===== src/rtl/wp_pkg.sv =====
// Shared constants and types for the write-protection sequencer.
// Assumes command keys are the low KEY_W address bits.
package wp_pkg;
    localparam int KEY_W  = 15;
    localparam int DATA_W = 8;

    localparam logic [KEY_W-1:0]  KEY_HI = 15'h5555;
    localparam logic [KEY_W-1:0]  KEY_LO = 15'h2AAA;

    localparam logic [DATA_W-1:0] BYTE_OPEN1 = 8'hAA;
    localparam logic [DATA_W-1:0] BYTE_OPEN2 = 8'h55;
    localparam logic [DATA_W-1:0] BYTE_LOCK  = 8'hA0;
    localparam logic [DATA_W-1:0] BYTE_ESC   = 8'h80;
    localparam logic [DATA_W-1:0] BYTE_FREE  = 8'h20;

    // Progress through the shared prefix and the disable tail.
    typedef enum logic [2:0] {
        ST_IDLE  = 3'd0,
        ST_P1    = 3'd1,
        ST_P2    = 3'd2,
        ST_ESC   = 3'd3,
        ST_T1    = 3'd4,
        ST_T2    = 3'd5
    } step_t;
endpackage


===== src/rtl/wp_key_match.sv =====
// Command matcher: follows write events through the unlock and disable
// sequences and flags the event that completes one of them.
// Assumes wr_evt is a single-cycle strobe; any off-sequence write aborts.
module wp_key_match
    import wp_pkg::*;
(
    input  logic              clk,
    input  logic              por_n,
    input  logic              rst_n,
    input  logic              wr_evt,
    input  logic [KEY_W-1:0]  key,
    input  logic [DATA_W-1:0] data,
    output logic              unlock_hit,
    output logic              disable_hit
);
    step_t step_q, step_nxt;
    logic  at_hi, at_lo, ul_c, dl_c;

    assign at_hi = (key == KEY_HI);
    assign at_lo = (key == KEY_LO);

    // Next-step decode for the current write.
    always_comb begin
        step_nxt = ST_IDLE;
        ul_c     = 1'b0;
        dl_c     = 1'b0;
        case (step_q)
            ST_IDLE: if (at_hi && data == BYTE_OPEN1) step_nxt = ST_P1;
            ST_P1:   if (at_lo && data == BYTE_OPEN2) step_nxt = ST_P2;
            ST_P2: begin
                if (at_hi && data == BYTE_LOCK)     ul_c = 1'b1;
                else if (at_hi && data == BYTE_ESC) step_nxt = ST_ESC;
            end
            ST_ESC:  if (at_hi && data == BYTE_OPEN1) step_nxt = ST_T1;
            ST_T1:   if (at_lo && data == BYTE_OPEN2) step_nxt = ST_T2;
            ST_T2:   if (at_hi && data == BYTE_FREE)  dl_c = 1'b1;
            default: step_nxt = ST_IDLE;
        endcase
    end

    assign unlock_hit  = wr_evt && ul_c;
    assign disable_hit = wr_evt && dl_c;

    // Step register, advanced only on write events.
    always_ff @(posedge clk) begin
        if (!por_n || !rst_n) step_q <= ST_IDLE;
        else if (wr_evt)      step_q <= step_nxt;
    end

    // a write to neither key always drops progress.
    a_r6_stray_aborts: assert property (@(posedge clk)
        disable iff (!por_n || !rst_n)
        (wr_evt && !at_hi && !at_lo) |=> (step_q == ST_IDLE));

    // the tail of the disable sequence is reached only through the escape step.
    a_r3_tail_order: assert property (@(posedge clk)
        disable iff (!por_n || !rst_n)
        (step_q == ST_T1) |-> ($past(step_q) == ST_ESC || $past(step_q) == ST_T1));
endmodule


===== src/rtl/wp_mode_ctl.sv =====
// Protection state: persistent flag, single page-load window, pending
// disable and the per-write commit permit.
// Assumes prog_done pulses once per programming cycle; a sequence hit in
// the same cycle is applied after the prog_done effect.
module wp_mode_ctl (
    input  logic clk,
    input  logic por_n,
    input  logic rst_n,
    input  logic wr_evt,
    input  logic unlock_hit,
    input  logic disable_hit,
    input  logic prog_done,
    output logic prot_q,
    output logic win_q,
    output logic commit_q
);
    logic pend_q;
    logic accept;

    assign accept = wr_evt && !unlock_hit && !disable_hit && (!prot_q || win_q);

    // Persistent flag: cleared by power-on only, or by a finished disable.
    always_ff @(posedge clk) begin
        if (!por_n)                    prot_q <= 1'b0;
        else if (!rst_n)               prot_q <= prot_q;
        else if (unlock_hit)           prot_q <= 1'b1;
        else if (prog_done && pend_q)  prot_q <= 1'b0;
    end

    // Page-load window and pending disable, volatile state.
    always_ff @(posedge clk) begin
        if (!por_n || !rst_n) begin
            win_q  <= 1'b0;
            pend_q <= 1'b0;
        end else if (unlock_hit) begin
            win_q  <= 1'b1;
            pend_q <= 1'b0;
        end else if (disable_hit) begin
            win_q  <= 1'b0;
            pend_q <= 1'b1;
        end else if (prog_done) begin
            win_q  <= 1'b0;
            pend_q <= 1'b0;
        end
    end

    // One-cycle permit to the page controller.
    always_ff @(posedge clk) begin
        if (!por_n || !rst_n) commit_q <= 1'b0;
        else                  commit_q <= accept;
    end

    // a locked part never forwards a write.
    a_r4_locked_blocks: assert property (@(posedge clk)
        disable iff (!por_n || !rst_n)
        (wr_evt && prot_q && !win_q) |=> !commit_q);

    // the write finishing a sequence is never committed.
    a_r7_hit_not_committed: assert property (@(posedge clk)
        disable iff (!por_n || !rst_n)
        (unlock_hit || disable_hit) |=> !commit_q);

    // a pending disable clears the flag at programming done.
    a_r3_done_clears: assert property (@(posedge clk)
        disable iff (!por_n || !rst_n)
        (prog_done && pend_q && !unlock_hit) |=> !prot_q);

    // a soft reset leaves the flag untouched.
    a_r8_flag_survives: assert property (@(posedge clk)
        disable iff (!por_n)
        (!rst_n) |=> (prot_q == $past(prot_q)));

    // the window and a pending disable never coexist.
    a_r5_window_excl: assert property (@(posedge clk)
        disable iff (!por_n || !rst_n)
        !(win_q && pend_q));
endmodule


===== src/rtl/wp_seq_guard.sv =====
// Top of the write-protection sequencer: keys the address, runs the
// command matcher and the protection state, and issues the write permit.
// Assumes one write event per cycle at most and a synchronous host side.
module wp_seq_guard #(
    parameter int ADDR_W = 17
) (
    input  logic                       clk,
    input  logic                       por_n,
    input  logic                       rst_n,
    input  logic                       wr_evt,
    input  logic [ADDR_W-1:0]          wr_addr,
    input  logic [wp_pkg::DATA_W-1:0]  wr_data,
    input  logic                       prog_done,
    output logic                       wr_commit,
    output logic                       prot_on,
    output logic                       load_open
);
    import wp_pkg::*;

    logic [KEY_W-1:0] key;
    logic             unlock_hit, disable_hit;

    // Key extraction: upper address bits take no part in matching.
    generate
        if (ADDR_W > KEY_W) begin : g_trim
            assign key = wr_addr[KEY_W-1:0];

            // an unlock with upper bits set still opens the window.
            a_r2_upper_ignored: assert property (@(posedge clk)
                disable iff (!por_n || !rst_n)
                (unlock_hit && wr_addr[ADDR_W-1:KEY_W] != '0) |=> load_open);
        end else begin : g_pad
            assign key = KEY_W'(wr_addr);
        end
    endgenerate

    wp_key_match u_match (
        .clk         (clk),
        .por_n       (por_n),
        .rst_n       (rst_n),
        .wr_evt      (wr_evt),
        .key         (key),
        .data        (wr_data),
        .unlock_hit  (unlock_hit),
        .disable_hit (disable_hit)
    );

    wp_mode_ctl u_mode (
        .clk         (clk),
        .por_n       (por_n),
        .rst_n       (rst_n),
        .wr_evt      (wr_evt),
        .unlock_hit  (unlock_hit),
        .disable_hit (disable_hit),
        .prog_done   (prog_done),
        .prot_q      (prot_on),
        .win_q       (load_open),
        .commit_q    (wr_commit)
    );

    // a completed unlock yields protected state with the window open.
    a_r1_unlock_opens: assert property (@(posedge clk)
        disable iff (!por_n || !rst_n)
        unlock_hit |=> (prot_on && load_open));

    // a window write landing on prog_done still commits.
    a_r9_window_done_commit: assert property (@(posedge clk)
        disable iff (!por_n || !rst_n)
        (wr_evt && load_open && prog_done && !unlock_hit && !disable_hit) |=> (wr_commit && !load_open));
endmodule


===== config.mk =====
export PLATFORM = sky130hd
export DESIGN_NAME = wp_seq_guard
export DESIGN_NICKNAME = d
export VERILOG_FILES = /design/src/rtl/wp_pkg.sv /design/src/rtl/wp_key_match.sv /design/src/rtl/wp_mode_ctl.sv /design/src/rtl/wp_seq_guard.sv
export SDC_FILE = /design/constraint.sdc
export NUM_CORES = 1
export LEC_CHECK = 0
export BUFFER_PORTS_ARGS = -buffer_cell sky130_fd_sc_hd__buf_2
export CORE_MARGIN = 2
export CORE_UTILIZATION = 42
export CTS_BUF_LIST = sky130_fd_sc_hd__clkbuf_16
export CTS_CLUSTER_SIZE = 30
export DETAILED_ROUTE_END_ITERATION = 12
export PLACE_DENSITY = 0.79
export SYNTH_ARGS = -nofsm -noshare
export SYNTH_HDL_FRONTEND = slang
export SYNTH_SLANG_ARGS = --single-unit

===== constraint.sdc =====
create_clock -name clk -period 2.3 [get_ports clk]
set_clock_uncertainty 0.2 [all_clocks]
set_input_delay 0.115 -clock clk [delete_from_list [all_inputs] [get_ports clk]]
set_output_delay 0.115 -clock clk [all_outputs]
set_load 0.1 [all_outputs]

==> implementation parameters <==
Parameter                              Value

Setup path
  Worst setup path end    u_match.step_q[0]
  Cell count of the worst reg-to-reg path    4
  CP Class    in -> reg
  Setup slack of the worst register-to-register path    0.62 ns
  Critical-path maximum fanout    8
  Startpoint kind of the worst setup timing path    primary input
  Reg-to-reg critical path startpoint    u_match.step_q[2]
  Buffering stage count on the worst path with inverters included    1
  Critical-path top delay cell    sky130_fd_sc_hd__or4_4
  Endpoint of the worst register-to-register path    u_mode.pend_q
  CP Launch Point    wr_data[0]
  Biggest cell delay along the critical path    0.54 ns
  Category of the worst setup path capture point    register
  Number of logic stages on the critical path including buffering    5
  Required time worst endpoint    2.24 ns
  Arrival time at the worst endpoint    1.64 ns
  Chain of cells forming the critical path    buf_2, or4_4, nor4_4, a41oi_1, a211oi_2
  CP top delay family    simple AND/OR/NAND/NOR gates

Flow run
  Count of maximum capacitance violations    0

Clocking
  CTS tree    yes
  CTS Buffer Depth    2
  Number of clock buffers inserted by TritonCTS    3
  Clock Latency Late Sink    0.23 ns
  Post-cts gate resize count    0
  Worst-path clk slew    0.04 ns
  Post-CTS setup repair buffer count    0
  H-tree lvl count    1
  CTS root buffer    sky130_fd_sc_hd__clkbuf_16
  Number of clock sinks    7

Timing
  Clock period minus final worst setup slack    1.70 ns
  Slew headroom    64.5%
  Setup-violating endpoint count in the final report    0
  Unrepaired setup endpoints after global routing    no
  Transition time at the pin with the least slew margin    0.528 ns
  Crit path setup slack, layout    0.602 ns
  Final-report max-slew violation count    0
  Fmax    0.589 GHz
  Total Negative Setup Slacks    0 ns
  Portion of the clock cycle consumed by the worst path in the final layout    73.8%
  Count of final hold-check violations    0

Min path
  Kind of path behind the tightest hold check    in -> reg

Yosys
  Yosys top cell area share    24.4%
  Count of distinct cell types in the synthesized netlist    34
  Number of warnings issued by yosys    0
  Top cells by area in the synthesized netlist    sky130_fd_sc_hd__dfxtp_1, sky130_fd_sc_hd__nand4b_1, sky130_fd_sc_hd__nand4bb_1
  Portion of the post-synthesis area used by sequential elements    24.4%
  Ys async rst share    0%
  Post-Synthesis Net Count    97
  Mean cell area of the mapped netlist    8.57 sq um
  Most frequent cells after synthesis    sky130_fd_sc_hd__dfxtp_1, sky130_fd_sc_hd__nand3_1, sky130_fd_sc_hd__nand4b_1, sky130_fd_sc_hd__nor2_1
  Library cell with the largest summed area after synthesis    sky130_fd_sc_hd__dfxtp_1
  Cell count after synthesis    67
  Most used flip-flop cell after synthesis    sky130_fd_sc_hd__dfxtp_1
  Number of synthesized flops with an enable pin    0
  Post-synthesis register bit count    7
  Most numerous cell in the Yosys netlist    sky130_fd_sc_hd__dfxtp_1
  Cell area after technology mapping    574 sq um

Placement
  Number of input and output port buffers inserted    30
  Post-detail-place hpwl    1.19 mm
  Final weighted congestion in routability-driven placement    0.762
  Number of placed instances, taps included    110
  Placement Cell Area    739 sq um
  Pre-CTS setup slack    0.365 ns

Cells and area
  Fraction of final layout cells with drive strength greater than 1    37.0%
  Multi-input gate area in the final layout    415 sq um
  Total of fill cells in the finished design    107
  Area taken by flip-flops and latches    140 sq um
  Non-filler cells in the finished layout    115
  Final #Nets    131
  Final standard cell area without fillers    828 sq um
  Layout area overhead    44.2%
  Number of antenna repair diodes    0

Global routing
  Global Route met3 Usage    8.15%
  GR Util met2    39.8%
  Initial antenna violation count    0
  Wire length of the first global-routing pass    2.44 mm
  Sum of overflow across all layers after global routing    0
  Vias in the first global route    597
  Peak-usage layer in the global routing report    met2
  Largest net degree at the start of global routing    11
  Met1 Use GR    25.2%
  Total global routing track utilization    22.5%

Die
  Std-Cell Core Area    0.00128 sq mm
  Effective utilization at floorplan    44.7%
  Die area    0.00168 sq mm
  Vertical extent of the die    41.0 microns
  Num rows    13
  IO Count    33
  Horizontal extent of the die    41.0 microns

Status
  Result of the run    completed

Drt
  Initial DRC count    20
  Via count    687
  Number of nets still failing antenna checks after routing    0
  Detail-routed via count per cell    5.97
  Final WL    1.51 mm
  Number of remaining DRC errors    0
  Routed length per placed instance    13.1 microns
  Drt first pass iters    5

Power
  Static Leakage    0.371 nW
  PwrDens    567 mW/mm^2
  Maximum ir drop on the vdd rail    0.333 mV
  Total design power    0.000470 W
## per-stage QoR
step,hold WS [ns],utilization (%)
floorplan,0.0607,-
global placement,0.166,57.5
detailed placement,0.170,57.5
CTS,0.0189,64.5
global route,0.0318,64.5
finish,0.0152,64.5
## cell usage in the layout, fill, tap and decap left out, types with 2 or more instances in the layout
cell                         n
sky130_fd_sc_hd__buf_2      30
sky130_fd_sc_hd__nand3b_1    2
sky130_fd_sc_hd__o21ai_1     2
sky130_fd_sc_hd__nor4_1      2
sky130_fd_sc_hd__nand4b_1    4
sky130_fd_sc_hd__nand4bb_1   3
sky130_fd_sc_hd__clkbuf_16   3
sky130_fd_sc_hd__dfxtp_1     7
sky130_fd_sc_hd__a21oi_1     2
sky130_fd_sc_hd__nand4_1     3
sky130_fd_sc_hd__nor2b_1     2
sky130_fd_sc_hd__and4b_1     2
sky130_fd_sc_hd__nand3_1     5
sky130_fd_sc_hd__nor4bb_1    3
sky130_fd_sc_hd__nor2_1      4
sky130_fd_sc_hd__o211a_1     2
sky130_fd_sc_hd__nor3b_1     2
sky130_fd_sc_hd__nand2_1     2
sky130_fd_sc_hd__inv_1       3
## worst min path at each step
stage,startpoint,to,cells after the start
5_1_grt,prog_done,u_mode.win_q,3
2_1_floorplan,por_n,u_mode.prot_q,2
6_report,prog_done,u_mode.win_q,3
3_3_place_gp,por_n,u_mode.prot_q,3
3_5_place_dp,por_n,u_mode.prot_q,3
4_1_cts,prog_done,u_mode.win_q,3
## cell type report
cell class              instances  share of cell area [%]
inverters                       2                   0.906
multi-input cells              55                    50.2
clock inverters                 1                   0.453
clock buffers                   3                    9.06
flip-flops and latches          7                    16.9
repair buffers                 32                    20.2
well taps                      15                    2.27
## layer usage
layer | vias up | wire length [microns]
met5 | - | 0
met4 | 0 | 16
met3 | 2 | 124
met2 | 39 | 758
met1 | 307 | 607
li1 | 339 | -
## cell families after synthesis
kind of cell	after synthesis	synth area share, %
flip-flops	7	24.4
AO/OA/AOI/OAI	13	17.2
AND/OR/NAND/NOR	41	53.4
buffers and inverters	5	3.27
multiplexers	1	1.74
## state kept, by name, indices dropped and copies added (netlist names)
| register | count |
|---|---|
| u_match.step_q | 3 |
| u_mode.commit_q | 1 |
| u_mode.pend_q | 1 |
| u_mode.prot_q | 1 |
| u_mode.win_q | 1 |
## tightest hold or removal path, cell delays in order
cell	delay, ns
sky130_fd_sc_hd__buf_2	0.10
sky130_fd_sc_hd__a311o_1	0.11
sky130_fd_sc_hd__a21oi_1	0.07
## power breakdown
part	total [W]	internal [W]	switching [W]
combinational	0.0000569	0.0000283	0.0000286
clock	0.000290	0.000226	0.0000638
sequential	0.000123	0.000123	0.000000131
total	0.000470	0.000377	0.0000926
## timing repair
action                                 CTS  global route
endpoints found under the hold margin    1             0
setup endpoints to repair                0             0
hold buffers                             1             0
Power figures use the tool's default switching activity.
